--- src/rtl/wdg_pkg.sv ---
// Package: shared state encoding for the window watchdog supervisor.
// Assumes a single clock domain; values are compared only inside this block.
package wdg_pkg;
    typedef enum logic [2:0] {
        ST_PWRUP,
        ST_MODESW,
        ST_SDIS,
        ST_SEN,
        ST_LDIS,
        ST_LEN,
        ST_RSTOUT
    } wdg_state_e;
endpackage

--- src/rtl/wdg_interval_timer.sv ---
// Module: interval down-counter. It reloads whenever the supervisor enters a
// new state and reports when the final cycle of that state is reached.
// Assumes the load value is (duration - 1) and that the duration is at least 1.
module wdg_interval_timer #(
    parameter int W       = 17,
    parameter int RST_VAL = 200
) (
    input  logic         clk,
    input  logic         rst_n,
    input  logic         load_i,
    input  logic [W-1:0] load_val_i,
    output logic         expired_o
);
    logic [W-1:0] cnt_q;

    // Reload on state entry, otherwise count down and hold at zero.
    always_ff @(posedge clk) begin
        if (!rst_n)
            cnt_q <= W'(RST_VAL);
        else if (load_i)
            cnt_q <= load_val_i;
        else if (cnt_q != '0)
            cnt_q <= cnt_q - 1'b1;
    end

    assign expired_o = (cnt_q == '0);
endmodule

--- src/rtl/wdg_fsm.sv ---
// Module: supervisor state machine. It decides the next state from the mode
// level, the trigger pulses, the wake pulse and the timer, and registers the
// host reset. Assumes the inputs are debounced and the pulses last one cycle.
module wdg_fsm
    import wdg_pkg::*;
#(
    parameter int W           = 17,
    parameter int T_PWRUP     = 201,
    parameter int T_MODESW    = 1112,
    parameter int T_SHORT_DIS = 130,
    parameter int T_SHORT_EN  = 124,
    parameter int T_LONG_DIS  = 71970,
    parameter int T_LONG_EN   = 30002,
    parameter int T_RSTPULSE  = 40
) (
    input  logic         clk,
    input  logic         rst_n,
    input  logic         mode_i,
    input  logic         trig_ok_i,
    input  logic         trig_err_i,
    input  logic         wake_edge_i,
    input  logic         expired_i,
    output logic         load_o,
    output logic [W-1:0] load_val_o,
    output wdg_state_e   state_o,
    output logic         good_trig_o,
    output logic         fault_o,
    output logic         short_nxt_o,
    output logic         host_rst_o
);
    localparam logic [W-1:0] LD_PWRUP  = W'(T_PWRUP - 1);
    localparam logic [W-1:0] LD_MODESW = W'(T_MODESW - 1);
    localparam logic [W-1:0] LD_SDIS   = W'(T_SHORT_DIS - 1);
    localparam logic [W-1:0] LD_SEN    = W'(T_SHORT_EN - 1);
    localparam logic [W-1:0] LD_LDIS   = W'(T_LONG_DIS - 1);
    localparam logic [W-1:0] LD_LEN    = W'(T_LONG_EN - 1);
    localparam logic [W-1:0] LD_RST    = W'(T_RSTPULSE - 1);

    wdg_state_e state_q, state_nxt;
    logic       rst_q;

    // Next state: faults first, then mode changes, then timeouts.
    always_comb begin
        state_nxt = state_q;
        case (state_q)
            ST_PWRUP:  if (expired_i) state_nxt = ST_MODESW;
            ST_MODESW: begin
                if (!mode_i)         state_nxt = ST_SDIS;
                else if (expired_i)  state_nxt = ST_RSTOUT;
            end
            ST_SDIS: begin
                if (trig_ok_i || trig_err_i) state_nxt = ST_RSTOUT;
                else if (mode_i)             state_nxt = ST_LDIS;
                else if (expired_i)          state_nxt = ST_SEN;
            end
            ST_SEN: begin
                if (trig_err_i)      state_nxt = ST_RSTOUT;
                else if (trig_ok_i)  state_nxt = ST_SDIS;
                else if (expired_i)  state_nxt = ST_RSTOUT;
            end
            ST_LDIS: begin
                if (wake_edge_i || trig_ok_i || trig_err_i) state_nxt = ST_RSTOUT;
                else if (!mode_i)                           state_nxt = ST_SDIS;
                else if (expired_i)                         state_nxt = ST_LEN;
            end
            ST_LEN: begin
                if (wake_edge_i || trig_err_i) state_nxt = ST_RSTOUT;
                else if (trig_ok_i)            state_nxt = ST_LDIS;
                else if (expired_i)            state_nxt = ST_RSTOUT;
            end
            ST_RSTOUT: if (expired_i) state_nxt = ST_MODESW;
            default:   state_nxt = ST_PWRUP;
        endcase
    end

    // Timer reload value for the state being entered.
    always_comb begin
        case (state_nxt)
            ST_MODESW: load_val_o = LD_MODESW;
            ST_SDIS:   load_val_o = LD_SDIS;
            ST_SEN:    load_val_o = LD_SEN;
            ST_LDIS:   load_val_o = LD_LDIS;
            ST_LEN:    load_val_o = LD_LEN;
            ST_RSTOUT: load_val_o = LD_RST;
            default:   load_val_o = LD_PWRUP;
        endcase
    end

    // State and host reset registers; reset is aligned with the state it shows.
    always_ff @(posedge clk) begin
        if (!rst_n) begin
            state_q <= ST_PWRUP;
            rst_q   <= 1'b1;
        end else begin
            state_q <= state_nxt;
            rst_q   <= (state_nxt == ST_PWRUP) || (state_nxt == ST_RSTOUT);
        end
    end

    assign load_o      = (state_nxt != state_q);
    assign state_o     = state_q;
    assign good_trig_o = (state_q == ST_SEN) && trig_ok_i && !trig_err_i;
    assign fault_o     = (state_nxt == ST_RSTOUT) && (state_q != ST_RSTOUT);
    assign short_nxt_o = (state_nxt == ST_SDIS) || (state_nxt == ST_SEN);
    assign host_rst_o  = rst_q;
endmodule

--- src/rtl/wdg_enable_gate.sv ---
// Module: counts consecutive accepted short-mode triggers and drives the
// registered peripheral enable. Assumes fault_i marks the first cycle of a
// reset pulse and short_nxt_i the short-mode states of the next cycle.
module wdg_enable_gate #(
    parameter int GOOD_TRIG = 3
) (
    input  logic clk,
    input  logic rst_n,
    input  logic good_trig_i,
    input  logic fault_i,
    input  logic short_nxt_i,
    output logic en_o
);
    localparam int CW = $clog2(GOOD_TRIG + 1);
    localparam logic [CW-1:0] CNT_MAX = CW'(GOOD_TRIG);

    logic [CW-1:0] cnt_q, cnt_nxt;
    logic          en_q;

    // Saturating count; any fault restarts it.
    always_comb begin
        cnt_nxt = cnt_q;
        if (fault_i)
            cnt_nxt = '0;
        else if (good_trig_i && cnt_q != CNT_MAX)
            cnt_nxt = cnt_q + 1'b1;
    end

    // Count and enable registers.
    always_ff @(posedge clk) begin
        if (!rst_n) begin
            cnt_q <= '0;
            en_q  <= 1'b0;
        end else begin
            cnt_q <= cnt_nxt;
            en_q  <= short_nxt_i && (cnt_nxt == CNT_MAX);
        end
    end

    assign en_o = en_q;
endmodule

--- src/rtl/wdg_window_supervisor.sv ---
// Module: top of the window watchdog supervisor. It joins the state machine,
// the shared interval timer and the enable gate. Assumes all durations are at
// least one cycle and that the inputs are debounced in the clk domain.
module wdg_window_supervisor
    import wdg_pkg::*;
#(
    parameter int T_PWRUP     = 201,
    parameter int T_MODESW    = 1112,
    parameter int T_SHORT_DIS = 130,
    parameter int T_SHORT_EN  = 124,
    parameter int T_LONG_DIS  = 71970,
    parameter int T_LONG_EN   = 30002,
    parameter int T_RSTPULSE  = 40,
    parameter int GOOD_TRIG   = 3
) (
    input  logic clk,
    input  logic rst_n,
    input  logic mode_i,
    input  logic trig_ok_i,
    input  logic trig_err_i,
    input  logic wake_edge_i,
    output logic host_rst_o,
    output logic periph_en_o
);
    localparam int M1   = (T_PWRUP > T_MODESW) ? T_PWRUP : T_MODESW;
    localparam int M2   = (T_SHORT_DIS > T_SHORT_EN) ? T_SHORT_DIS : T_SHORT_EN;
    localparam int M3   = (T_LONG_DIS > T_LONG_EN) ? T_LONG_DIS : T_LONG_EN;
    localparam int M4   = (M1 > M2) ? M1 : M2;
    localparam int M5   = (M3 > T_RSTPULSE) ? M3 : T_RSTPULSE;
    localparam int MAXD = (M4 > M5) ? M4 : M5;
    localparam int W    = $clog2(MAXD + 1);

    logic         load, expired, good_trig, fault, short_nxt;
    logic [W-1:0] load_val;
    wdg_state_e   state_q;

    wdg_interval_timer #(.W(W), .RST_VAL(T_PWRUP - 1)) u_timer (
        .clk(clk), .rst_n(rst_n), .load_i(load), .load_val_i(load_val),
        .expired_o(expired)
    );

    wdg_fsm #(
        .W(W), .T_PWRUP(T_PWRUP), .T_MODESW(T_MODESW),
        .T_SHORT_DIS(T_SHORT_DIS), .T_SHORT_EN(T_SHORT_EN),
        .T_LONG_DIS(T_LONG_DIS), .T_LONG_EN(T_LONG_EN), .T_RSTPULSE(T_RSTPULSE)
    ) u_fsm (
        .clk(clk), .rst_n(rst_n), .mode_i(mode_i), .trig_ok_i(trig_ok_i),
        .trig_err_i(trig_err_i), .wake_edge_i(wake_edge_i), .expired_i(expired),
        .load_o(load), .load_val_o(load_val), .state_o(state_q),
        .good_trig_o(good_trig), .fault_o(fault), .short_nxt_o(short_nxt),
        .host_rst_o(host_rst_o)
    );

    wdg_enable_gate #(.GOOD_TRIG(GOOD_TRIG)) u_gate (
        .clk(clk), .rst_n(rst_n), .good_trig_i(good_trig), .fault_i(fault),
        .short_nxt_i(short_nxt), .en_o(periph_en_o)
    );
endmodule

--- config.mk ---
export PLATFORM = sky130hd
export DESIGN_NAME = wdg_window_supervisor
export DESIGN_NICKNAME = d
export VERILOG_FILES = /design/src/rtl/wdg_pkg.sv /design/src/rtl/wdg_interval_timer.sv /design/src/rtl/wdg_fsm.sv /design/src/rtl/wdg_enable_gate.sv /design/src/rtl/wdg_window_supervisor.sv
export SDC_FILE = /design/constraint.sdc
export NUM_CORES = 1
export LEC_CHECK = 0
export ABC_AREA = 1
export BUFFER_PORTS_ARGS = -buffer_cell sky130_fd_sc_hd__buf_2
export CAP_MARGIN = 20
export CORE_MARGIN = 8
export CORE_UTILIZATION = 45
export DETAILED_ROUTE_END_ITERATION = 7
export GPL_TIMING_DRIVEN = 0
export PLACE_DENSITY = 0.63
export SYNTH_ARGS = -nofsm -noshare
export SYNTH_HDL_FRONTEND = slang
export SYNTH_SLANG_ARGS = --single-unit
--- constraint.sdc ---
create_clock -name clk -period 2.6 [get_ports clk]
set_input_delay 0 -clock clk [delete_from_list [all_inputs] [get_ports clk]]
set_output_delay 0 -clock clk [all_outputs]
set_load 0.01 [all_outputs]
==> impl_results.md <==
- Post_cts resized: 0
- Area grow syn2layout: 10.3%
- Worst path most repeated cell: nand2_1
- Hold Crit Start: mode_i
- Initial antenna violation count: 0
- Met1 wire length: 2000 um
- Mapped Nets: 264
- Root Driver: clkbuf_8
- Total GRT Usage: 0.132
- TritonCTS Sinks: 24
- Leakage: 0.000882 uW
- H-Tree Depth: 1
- Reg area: 480 um^2
- Clock buffer depth: 2
- Die area: 6040 um^2
- Overall Power: 874 uW
- Core area: 3660 um^2
- Finished Core Util: 0.517
- RSZ-0062 raised after global routing: false
- CP max-delay cell: dfxtp_1
- Multi-input gate area: 1080 um^2
- Initial Utilization: 0.469
- Die X: 77.7 um
- Hold Vio Cnt, Final: 0
- Rel. slew slack: 0.673
- Final Routed Wirelength: 3900 um
- Finished Layout Cells: 315
- DR pass1 iterations: 4
- Library cells used by synthesis: 35
- Crit path time final: 2.20 ns
- Skew final: 0.00230 ns
- Worst EP required: 2.79 ns
- Post-synthesis sequential element count: 24
- Fill cells: 380
- # rows: 22
- Placed cells: 310
- Uppermost routed layer: met4
- R2R Setup Slk: 0.40 ns
- Mean number of vias per cell: 5.07
- Worst Reg-to-Reg Cells: 15
- CP Depth: 15
- Layout cells sized above 1: 0.172
- Max-cap violations: 0
- Setup TNS: 0 ns
- WS Path Type: reg -> reg
- DP Wirelength: 3010 um
- Remaining global-route overflow: 0
- Worst setup path end: u_timer.cnt_q[8]
- Final setup fails: 0
- Max incr delay on CP: 0.30 ns
- Cts bufs inserted: 3
- CP Launch Type: flop
- Outcome: complete, no violations
- Largest net degree at the start of global routing: 15
- Post-synth EDFFs: 0
- Syn Area/Cell: 6.73 um^2
- Pwr dens: 462 nW/um^2
- Sequential area share after synthesis: 0.280
- CP Buf/Inv Count: 3
- Peak VDD IR: 0.323 mV
- Hold Slack: 0.114 ns
- Port Buffers: 7
- R2r startpoint: u_timer.cnt_q[0]
- Worst-Skew Late Latency: 0.26 ns
- Max FO, Critical Path: 10
- Residual DRC: 0
- Metal3 WL: 104 um
- Hold Crit Class: in -> reg
- Antenna Cells: 0
- CP Cell Sequence: inv_1, ha_1, inv_1, nor2_1, nand2_1, nor2_4, nand2_4, nand2_1, nand2_1, nand2_1, nand3_2, o21bai_4, buf_2, nand4_1, a21oi_1
- Worst Tran Pin Value: 0.491 ns
- Primary FF master, synth: dfxtp_1
- IO Pins: 8
- Crit path arrival time: 2.39 ns
- Vias: 1598
- Antenna Nets Post-Route: 0
- R2R Path End: u_timer.cnt_q[8]
- CP endpoint kind: flop
- Max Slew Vio Count: 0
- First-pass GRT wire length: 6670 um
- Die Y: 77.7 um
- Post-synthesis cell count: 255
- Met2 WL: 1770 um
- Placer Congestion: 0.904
- Crit. Startpoint: u_timer.cnt_q[0]
- Cell Area, Synth: 1720 um^2
- Fmax: 455 MHz
- Clk slew on worst S/H paths: 0.09 ns
- Initial drt markers: 74
- Vias in the first global route: 1523
- Yosys warns: 0
- CP top delay family: simple AND/OR/NAND/NOR gates
- CTS tree: yes
- Fraction of registers with async set/reset: 0
- Final net count: 277
- Final Cycle Share: 0.844
- Wire per inst: 12.4 um
cell families (layout without fill, tap and decap cells):
family / count (synthesis) / after routing / synth area share
AOI/OAI and AO/OA: 27 / 27 / 0.0941
xor gates and xnor gates: 13 / 13 / 0.0664
adders and majority gates: 3 / 3 / 0.0219
buffers and inverters: 34 / 46 / 0.0926
DFF: 24 / 24 / 0.280
muxes: 1 / 1 / 0.00656
and+or+nand+nor: 153 / 153 / 0.438
cell type report:
cell class / instances / area share
timing repair buffer: 8 / 0.0238
sequential: 24 / 0.254
inverter: 26 / 0.0542
tap: 48 / 0.0317
multi-input combinational: 197 / 0.569
clock inverter: 1 / 0.0159
buffer: 8 / 0.0298
clock buffer: 3 / 0.0218
how the worst min path moves through the flow:
stage                                   end  slack (ns)  cells past startpoint
after floorplan            u_timer.cnt_q[6]        0.08                      1
after global placement     u_timer.cnt_q[3]        0.24                      2
after detailed placement   u_timer.cnt_q[3]        0.24                      2
after CTS                 u_timer.cnt_q[13]        0.11                      3
after global routing      u_timer.cnt_q[13]        0.14                      3
final                     u_timer.cnt_q[13]        0.11                      3
sequential cells by signal, summed over array words and instances (netlist names):
name,cells
u_fsm.host_rst_o,1
u_timer.cnt_q,17
u_gate.cnt_q,2
u_fsm.state_o,3
u_gate.en_o,1
layout by cell type (no fill, tap or decap), types with 3 or more instances in the layout:
cell,netlist,layout
buf_2,3,10
xnor2_1,3,3
a21oi_1,14,14
nand3_2,4,4
nand2_2,3,3
o21ai_0,6,6
nor2_1,37,37
nor3_1,5,5
ha_1,3,3
clkbuf_8,0,3
inv_1,18,18
inv_2,5,5
xor2_1,10,10
nand3_1,14,14
nand2_1,58,58
nor2_2,5,5
dfxtp_1,24,24
nand4_1,19,19
worst reg2reg max path, stage by stage (launching register included):
cell	delay (ns)
dfxtp_1	0.30
inv_1	0.10
ha_1	0.16
inv_1	0.06
nor2_1	0.08
nand2_1	0.09
nor2_4	0.11
nand2_4	0.09
nand2_1	0.07
nand2_1	0.05
nand2_1	0.07
nand3_2	0.11
o21bai_4	0.27
buf_2	0.28
nand4_1	0.12
a21oi_1	0.17
per-stage QoR:
| step | cell area [um^2] | setup slack [ns] |
|---|---|---|
| floorplan | 1720 | 0.721 |
| global placement | 1810 | 0.468 |
| detailed placement | 1810 | 0.454 |
| CTS | 1890 | 0.419 |
| global route | 1890 | 0.207 |
| finish | 1890 | 0.405 |
cells in the mapped netlist (3+ instances only):
library cell	count	area, um^2
nor2_2	5	31.3
xnor2_1	3	26.3
nand3_1	14	70.1
a21oi_1	14	70.1
dfxtp_1	24	480
inv_1	18	67.6
ha_1	3	37.5
nand4_1	19	119
inv_2	5	18.8
nand2_2	3	18.8
buf_2	3	15.0
nand3_2	4	40.0
nor3_1	5	25.0
o21ai_0	6	30.0
nand2_1	58	218
xor2_1	10	87.6
nor2_1	37	139
power by group:
group	internal (uW)	switching, uW
clock	206	121
sequential	388	24.2
combinational	59.6	75.1
total	653	221
timing repair:
item / 4_1_cts / 5_1_grt
hold buffers: 1 / 0
endpoints found under the hold margin: 4 / 0
setup buffers: 0 / 0
layer usage:
| metal | track usage | vias to the layer above |
|---|---|---|
| met4 | 0.0302 | 0 |
| met5 | 0 | - |
| li1 | - | 859 |
| met2 | 0.220 | 18 |
| met3 | 0.0288 | 2 |
| met1 | 0.170 | 719 |
Note: power is estimated with default switching activity, not from simulation.
